<file path="src/rtl/ilf_pkg.sv">
`timescale 1ns/1ps
package ilf_pkg;
  localparam int unsigned ILF_ADDR_W = 32;
  localparam int unsigned ILF_WORD_W = 32;
  localparam int unsigned ILF_LINE_WORDS = 8;
  localparam int unsigned ILF_QDEPTH = 2;

  function automatic int unsigned ptr_w(input int unsigned depth);
    return (depth > 1) ? $clog2(depth) : 1;
  endfunction
endpackage

</file>
<file path="src/rtl/ilf_miss_queue.sv">
`timescale 1ns/1ps
module ilf_miss_queue #(
  parameter int unsigned WA_W  = 30,
  parameter int unsigned IW    = 3,
  parameter int unsigned DEPTH = 2,
  localparam int unsigned PW   = ilf_pkg::ptr_w(DEPTH),
  localparam int unsigned CW   = $clog2(DEPTH + 1),
  localparam int unsigned TW   = WA_W - IW
) (
  input  logic            clk,
  input  logic            rst,
  input  logic            push_valid,
  output logic            push_ready,
  input  logic [WA_W-1:0] push_wa,
  output logic            req_valid,
  input  logic            req_ready,
  output logic [WA_W-1:0] req_wa,
  output logic            head_issued,
  output logic [WA_W-1:0] head_wa,
  input  logic            pop,
  output logic [CW-1:0]   count,
  input  logic [TW-1:0]   look_tag,
  output logic            look_hit
);
  logic [WA_W-1:0]  slots [DEPTH];
  logic [DEPTH-1:0] held;
  logic [PW-1:0]    rd_ptr, wr_ptr, iss_ptr;
  logic [CW-1:0]    iss_cnt;
  logic             push_fire, req_fire;

  function automatic logic [PW-1:0] step(input logic [PW-1:0] p);
    return (p == PW'(DEPTH - 1)) ? '0 : p + PW'(1);
  endfunction

  assign push_ready  = (count != CW'(DEPTH));
  assign push_fire   = push_valid && push_ready;
  assign req_valid   = (iss_cnt < count);
  assign req_fire    = req_valid && req_ready;
  assign req_wa      = slots[iss_ptr];
  assign head_wa     = slots[rd_ptr];
  assign head_issued = (iss_cnt != '0);

  always_ff @(posedge clk) begin
    if (push_fire) slots[wr_ptr] <= push_wa;
  end

  always_ff @(posedge clk) begin
    if (rst) begin
      held    <= '0;
      rd_ptr  <= '0;
      wr_ptr  <= '0;
      iss_ptr <= '0;
      count   <= '0;
      iss_cnt <= '0;
    end else begin
      if (push_fire) begin
        held[wr_ptr] <= 1'b1;
        wr_ptr       <= step(wr_ptr);
      end
      if (pop) begin
        held[rd_ptr] <= 1'b0;
        rd_ptr       <= step(rd_ptr);
      end
      if (req_fire) iss_ptr <= step(iss_ptr);
      count   <= count + CW'(push_fire) - CW'(pop);
      iss_cnt <= iss_cnt + CW'(req_fire) - CW'(pop);
    end
  end

  always_comb begin
    look_hit = 1'b0;
    for (int i = 0; i < DEPTH; i++) begin
      if (held[i] && slots[i][WA_W-1:IW] == look_tag) look_hit = 1'b1;
    end
  end

  // occupancy never exceeds the queue depth
  a_r2_no_overflow: assert property (@(posedge clk) disable iff (rst)
    count <= CW'(DEPTH));
  // never more requests outstanding than queued misses
  a_r3_issue_bound: assert property (@(posedge clk) disable iff (rst)
    iss_cnt <= count);
  // a line retires only after its request was accepted
  a_r8_pop_issued: assert property (@(posedge clk) disable iff (rst)
    pop |-> iss_cnt != '0);
endmodule

</file>
<file path="src/rtl/ilf_line_asm.sv">
`timescale 1ns/1ps
module ilf_line_asm #(
  parameter int unsigned WORD_W     = 32,
  parameter int unsigned LINE_WORDS = 8,
  parameter int unsigned TAG_W      = 27,
  localparam int unsigned IW        = $clog2(LINE_WORDS),
  localparam int unsigned LINE_W    = WORD_W * LINE_WORDS
) (
  input  logic              clk,
  input  logic              rst,
  input  logic              beat_fire,
  input  logic [WORD_W-1:0] beat_data,
  input  logic [IW-1:0]     crit_idx,
  input  logic [TAG_W-1:0]  line_tag,
  output logic              first_beat,
  output logic              last_beat,
  output logic              wr_en,
  output logic [TAG_W-1:0]  wr_tag,
  output logic [LINE_W-1:0] wr_data,
  output logic [LINE_WORDS-1:0] wr_par
);
  logic [WORD_W-1:0]     words [LINE_WORDS];
  logic [IW-1:0]         beat_cnt;
  logic [IW-1:0]         slot;
  logic [LINE_W-1:0]     merged;
  logic [LINE_WORDS-1:0] merged_par;

  assign slot       = crit_idx + beat_cnt;
  assign first_beat = (beat_cnt == '0);
  assign last_beat  = (beat_cnt == IW'(LINE_WORDS - 1));

  for (genvar i = 0; i < LINE_WORDS; i++) begin : g_merge
    assign merged[i*WORD_W +: WORD_W] =
      (beat_fire && slot == IW'(i)) ? beat_data : words[i];
    assign merged_par[i] = ^merged[i*WORD_W +: WORD_W];
  end

  always_ff @(posedge clk) begin
    if (beat_fire) words[slot] <= beat_data;
  end

  always_ff @(posedge clk) begin
    if (rst) begin
      beat_cnt <= '0;
      wr_en    <= 1'b0;
      wr_tag   <= '0;
      wr_data  <= '0;
      wr_par   <= '0;
    end else begin
      wr_en <= beat_fire && last_beat;
      if (beat_fire) beat_cnt <= last_beat ? '0 : beat_cnt + IW'(1);
      if (beat_fire && last_beat) begin
        wr_tag  <= line_tag;
        wr_data <= merged;
        wr_par  <= merged_par;
      end
    end
  end

  // a line write follows the final beat of a line
  a_r6_write_after_last: assert property (@(posedge clk) disable iff (rst)
    wr_en |-> $past(beat_fire && last_beat));
  // the write strobe lasts a single cycle
  a_r6_single_strobe: assert property (@(posedge clk) disable iff (rst)
    wr_en |=> !wr_en);
endmodule

</file>
<file path="src/rtl/icache_cwf_fill.sv">
`timescale 1ns/1ps
module icache_cwf_fill #(
  parameter int unsigned ADDR_W     = ilf_pkg::ILF_ADDR_W,
  parameter int unsigned WORD_W     = ilf_pkg::ILF_WORD_W,
  parameter int unsigned LINE_WORDS = ilf_pkg::ILF_LINE_WORDS,
  parameter int unsigned QDEPTH     = ilf_pkg::ILF_QDEPTH,
  localparam int unsigned BOFF      = $clog2(WORD_W / 8),
  localparam int unsigned IW        = $clog2(LINE_WORDS),
  localparam int unsigned OFF_W     = IW + BOFF,
  localparam int unsigned TAG_W     = ADDR_W - OFF_W,
  localparam int unsigned WA_W      = ADDR_W - BOFF,
  localparam int unsigned LINE_W    = WORD_W * LINE_WORDS,
  localparam int unsigned CW        = $clog2(QDEPTH + 1)
) (
  input  logic                  clk,
  input  logic                  rst,
  input  logic                  miss_valid,
  output logic                  miss_ready,
  input  logic [ADDR_W-1:0]     miss_addr,
  input  logic [ADDR_W-1:0]     lookup_addr,
  output logic                  lookup_busy,
  output logic                  mem_req_valid,
  input  logic                  mem_req_ready,
  output logic [ADDR_W-1:0]     mem_req_addr,
  input  logic                  beat_valid,
  output logic                  beat_ready,
  input  logic [WORD_W-1:0]     beat_data,
  output logic                  crit_valid,
  output logic [ADDR_W-1:0]     crit_addr,
  output logic [WORD_W-1:0]     crit_data,
  output logic                  line_wr_en,
  output logic [TAG_W-1:0]      line_wr_tag,
  output logic [LINE_W-1:0]     line_wr_data,
  output logic [LINE_WORDS-1:0] line_wr_par,
  output logic [CW-1:0]         q_count
);
  logic [WA_W-1:0] req_wa, head_wa;
  logic            head_issued, beat_fire, first_beat, last_beat;
  logic            unused_low;

  assign unused_low = ^{miss_addr[BOFF-1:0], lookup_addr[OFF_W-1:0]};

  ilf_miss_queue #(.WA_W(WA_W), .IW(IW), .DEPTH(QDEPTH)) u_queue (
    .clk         (clk),
    .rst         (rst),
    .push_valid  (miss_valid),
    .push_ready  (miss_ready),
    .push_wa     (miss_addr[ADDR_W-1:BOFF]),
    .req_valid   (mem_req_valid),
    .req_ready   (mem_req_ready),
    .req_wa      (req_wa),
    .head_issued (head_issued),
    .head_wa     (head_wa),
    .pop         (beat_fire && last_beat),
    .count       (q_count),
    .look_tag    (lookup_addr[ADDR_W-1:OFF_W]),
    .look_hit    (lookup_busy)
  );

  assign beat_ready   = head_issued;
  assign beat_fire    = beat_valid && beat_ready;
  assign mem_req_addr = {req_wa, {BOFF{1'b0}}};
  assign crit_valid   = beat_fire && first_beat;
  assign crit_data    = beat_data;
  assign crit_addr    = {head_wa, {BOFF{1'b0}}};

  ilf_line_asm #(.WORD_W(WORD_W), .LINE_WORDS(LINE_WORDS), .TAG_W(TAG_W)) u_asm (
    .clk        (clk),
    .rst        (rst),
    .beat_fire  (beat_fire),
    .beat_data  (beat_data),
    .crit_idx   (head_wa[IW-1:0]),
    .line_tag   (head_wa[WA_W-1:IW]),
    .first_beat (first_beat),
    .last_beat  (last_beat),
    .wr_en      (line_wr_en),
    .wr_tag     (line_wr_tag),
    .wr_data    (line_wr_data),
    .wr_par     (line_wr_par)
  );

  // the critical word is forwarded once per line, never on consecutive beats
  a_r5_crit_isolated: assert property (@(posedge clk) disable iff (rst)
    crit_valid |=> !crit_valid);
  // a line write frees one queue entry
  a_r6_count_drop: assert property (@(posedge clk) disable iff (rst)
    line_wr_en |-> q_count == $past(q_count) - CW'(1) + CW'($past(miss_valid && miss_ready)));
  // no beat is taken while nothing is queued
  a_r8_beat_needs_entry: assert property (@(posedge clk) disable iff (rst)
    beat_ready |-> q_count != '0);
  // every written word carries even parity
  for (genvar i = 0; i < LINE_WORDS; i++) begin : g_par_chk
    a_r7_even_parity: assert property (@(posedge clk) disable iff (rst)
      line_wr_en |-> line_wr_par[i] == ^line_wr_data[i*WORD_W +: WORD_W]);
  end
endmodule

</file>
<file path="config.mk">
export PLATFORM = sky130hd
export DESIGN_NAME = icache_cwf_fill
export DESIGN_NICKNAME = d
export VERILOG_FILES = /design/src/rtl/ilf_pkg.sv /design/src/rtl/ilf_miss_queue.sv /design/src/rtl/ilf_line_asm.sv /design/src/rtl/icache_cwf_fill.sv
export SDC_FILE = /design/constraint.sdc
export NUM_CORES = 1
export LEC_CHECK = 0
export BUFFER_PORTS_ARGS = -buffer_cell sky130_fd_sc_hd__buf_2
export CAP_MARGIN = 30
export CORE_MARGIN = 2
export CORE_UTILIZATION = 56
export CTS_CLUSTER_SIZE = 28
export DETAILED_ROUTE_END_ITERATION = 8
export GPL_TIMING_DRIVEN = 0
export PLACE_DENSITY = 0.8
export SETUP_SLACK_MARGIN = 0.1
export SYNTH_ARGS = -nofsm -noshare
export SYNTH_HDL_FRONTEND = slang
export SYNTH_HIERARCHICAL = 1
export SYNTH_SLANG_ARGS = --single-unit
</file>
<file path="constraint.sdc">
create_clock -name clk -period 4.7 [get_ports clk]
set_input_delay 0.47 -clock clk [delete_from_list [all_inputs] [get_ports clk]]
set_output_delay 0.47 -clock clk [all_outputs]
set_load 0.02 [all_outputs]
</file>
==> flow_metrics.py <==
metrics = {
    "critical_path": {
        "critical_path.startpoint_type": "flop",
        "cp.required_ns": 5.23,
        "arrival_ns": 4.82,
        "cp-endpoint": "u_asm/wr_data[125]",
        "cp-end-kind": "flop",
        "worstPathMaxFanout": 41,
        "criticalPathCategory": "reg2reg",
        "r2r-end": "u_asm/wr_data[125]",
        "worstRegToRegCells": 11,
        "rrSetupSlack_ns": 0.41,
    },
    "finish": {
        "ff_latch_area_sq_um": 15600,
        "fill_cells": 3416,
        "final_area_sq_um": 32400,
        "multi_input_area_sq_um": 10100,
        "syn2layout_area_growth_pct": 19.6,
        "layout.nets": 2897,
        "drive_gt1_share_pct": 26.6,
    },
    "detailed_routing": {
        "vias": 20758,
        "routed_via_density": 6.00,
        "firstDrtPassIters": 6,
        "wire_per_inst_um": 26.9,
        "drt-initial-drc-count": 2381,
        "antenna_left": 0,
        "drc": 0,
        "wirelength_um": 93100,
    },
    "floorplan": {
        "rows": 80,
        "core_area_sq_um": 47700,
        "die_area_sq_um": 50200,
        "die_height_um": 224,
        "die_w_um": 224,
        "pin_count": 496,
        "start_util_pct": 56.8,
    },
    "synthesis": {
        "avgSynthCellArea_sq_um": 12.1,
        "synth_seq_cells": 622,
        "syn_area_sq_um": 27100,
        "syn_inst": 2233,
        "yosysTopAreaCell": "edfxtp_1",
        "synth_top_area_share_pct": 35.0,
        "ys_warn_count": 6,
        "ys_types": 43,
        "yosysSeqAreaShare_pct": 57.6,
        "ys_top_cells_by_area": "edfxtp_1 35%, dfxtp_1 23%, xnor2_1 9.1%, mux2i_1 8.4%, a211oi_1 6.2%",
    },
    "place": {
        "place_area_sq_um": 30400,
        "dp_hpwl_um": 67500,
        "portBuffers": 484,
        "gp_congestion": 0.965,
    },
    "clock_tree": {
        "htreeDepth": 2,
        "hold_buffers": 0,
        "numCtsBuffers": 61,
        "clockRootBuffer": "clkbuf_16",
        "clock_sinks": 622,
        "worstSkewPairLatency_ns": 0.64,
        "cts_setup_buffers": 0,
        "cts_resized": 0,
        "cts.clk_slew.worst_paths_ns": 0.06,
        "cts_tree": "built",
        "clk_path_buf_depth": 3,
    },
    "run_status": {
        "status": "finished, final reports clean",
    },
    "timing": {
        "min_period_ns": 4.29,
        "fmaxAchievable_ghz": 0.233,
        "slew_headroom_pct": 32.8,
        "final_hold_viol_count": 0,
        "drv_slew": 0,
        "fin_setup_tns_ns": 0,
        "skew_ns": 0.0199,
        "setup_viol": 0,
        "worst_pin_slew_ns": 1.01,
        "rsz0062_at_grt": "false",
        "fin_crit_sh_pct": 91.4,
    },
    "pwr": {
        "power_w": 0.0119,
        "p_leak_nw": 12.4,
        "powerDensity_nw_per_um2": 368,
        "ir_drop_mv": 0.301,
    },
    "job": {
        "drv_cap": 0,
    },
    "grt": {
        "antenna_found_initial": 8,
        "grt_usage_pct": 36.0,
        "grt_max_degree": 42,
        "grt_pass1_wl_um": 131000,
        "gr-total-overflow": 0,
        "grt_pass1_vias": 20318,
    },
    "hold_path": {
        "hold_class": "in2reg",
    },
}
==> critical path, stage by stage, from the launching register on <==
cell      delay (ns)
dfxtp_1         0.35
clkbuf_1        0.61
mux2_2          0.46
ha_1            0.20
inv_1           0.07
fa_1            0.49
nor2b_1         0.29
nand2_2         0.26
inv_2           0.20
buf_2           0.76
nand2_1         0.18
a311oi_1        0.29
==> logic make-up after synthesis <==
logic type | count (synthesis) | synth area share (%)
other | 1 | 0.0138
xor gates and xnor gates | 342 | 11.1
adders and majority gates | 10 | 0.489
buffers and inverters | 226 | 5.16
muxes | 287 | 10.9
DFF | 622 | 57.6
and+or+nand+nor | 439 | 6.52
AOI/OAI and AO/OA | 306 | 8.32
==> per-layer routing <==
layer / GRT usage (%) / vias to the layer above / part of all wire [%]
met5: 0 / - / 0
met1: 43.9 / 10130 / 37
li1: - / 9000 / -
met3: 10.1 / 251 / 11
met2: 58.3 / 1377 / 47
met4: 19.2 / 0 / 5.2
==> registers in the layout (all words and copies together), names as in the netlist, named ones only <==
name and cells:
u_asm/wr_en 1, u_asm/wr_data 256, u_asm/words 256, u_queue/wr_ptr 1
u_queue/rd_ptr 1, u_queue/slots 60, u_asm/beat_cnt 3, u_queue/held 2
u_asm/wr_par 8, u_asm/wr_tag 27, u_queue/count 2, u_queue/iss_ptr 1
u_queue/iss_cnt 2
==> synth_stat cells <==
cell type  count
nor2b_4        1
xor2_1        58
o22ai_1        9
buf_1          7
a22oi_1        4
and2_1         2
nand2b_1       2
xnor2_1      283
mux2_2        60
nor3b_2        1
edfxtp_1     316
dfxtp_1      306
xnor2_2        1
ha_1           9
nor2_1       273
clkbuf_1      95
buf_2         21
nand3_1        4
nand2_1      126
and3_1         3
nor2b_2        1
a2bb2oi_1      4
a21oi_1       30
nor3_2         1
a311oi_1      32
inv_2          1
and2_4         1
fa_1           1
buf_4         49
or4_1          2
nand4_1        9
nor2b_1        4
conb_1         1
nand2_2        1
buf_6         28
inv_1         17
or2_2          1
a211oi_1     225
buf_12         8
o21a_1         2
nor4_1         6
and2b_1        1
mux2i_1      227
==> placed cells by master (no fill, tap or decap), types with 29 or more instances in the layout <==
cell type and instances:
buf_6 29, dfxtp_1 306, a211oi_1 225, edfxtp_1 316
mux2_2 60, xor2_1 58, buf_4 49, buf_2 505
clkbuf_16 64, nand2_1 126, a311oi_1 32, a21oi_1 30
mux2i_1 227, nor2_1 272, xnor2_1 283, clkbuf_1 119
==> through the flow <==
stage | hold slack (ns) | utilization (%) | cells | setup WS (ns)
after floorplan | 0.440 | - | 2236 | 1.18
after global placement | 0.439 | 63.5 | 3335 | 0.314
after detailed placement | 0.446 | 63.7 | 3337 | 0.524
after CTS | 0.0153 | 67.9 | 3453 | 0.506
after global routing | 0.0283 | 67.9 | 3460 | 0.241
final | 0.0319 | 67.9 | 3460 | 0.405
==> area by class of cell <==
cell class	instances	share of cell area, %
clock buffer	93	5.43
tap	615	2.37
antenna	6	0.0463
multi-input combinational	1388	31.2
clock inverter	23	0.779
buffer	208	4.10
inverter	18	0.208
timing repair buffer	487	7.67
sequential	622	48.1
==> where the power goes <==
| part | internal [W] | leakage (nW) | switching (W) |
|---|---|---|---|
| clock network | 0.00286 | 0.991 | 0.00208 |
| registers | 0.00580 | 5.33 | 0.0000605 |
| logic | 0.000429 | 6.09 | 0.000720 |
| total | 0.00908 | 12.4 | 0.00286 |
==> worst min path at each step <==
stage,start,to,slack (ns),depth (start not counted)
6_report,miss_addr[2],u_queue/slots[0][0],0.03,1
5_1_grt,miss_addr[25],u_queue/slots[0][23],0.03,1
4_1_cts,miss_addr[10],u_queue/slots[1][8],0.02,1
3_5_place_dp,u_asm/wr_tag[2],u_asm/wr_tag[2],0.45,2
3_3_place_gp,u_asm/wr_tag[4],u_asm/wr_tag[4],0.44,2
2_1_floorplan,u_queue/held[0],u_queue/held[0],0.44,1
(Power assumes the default switching activity.)
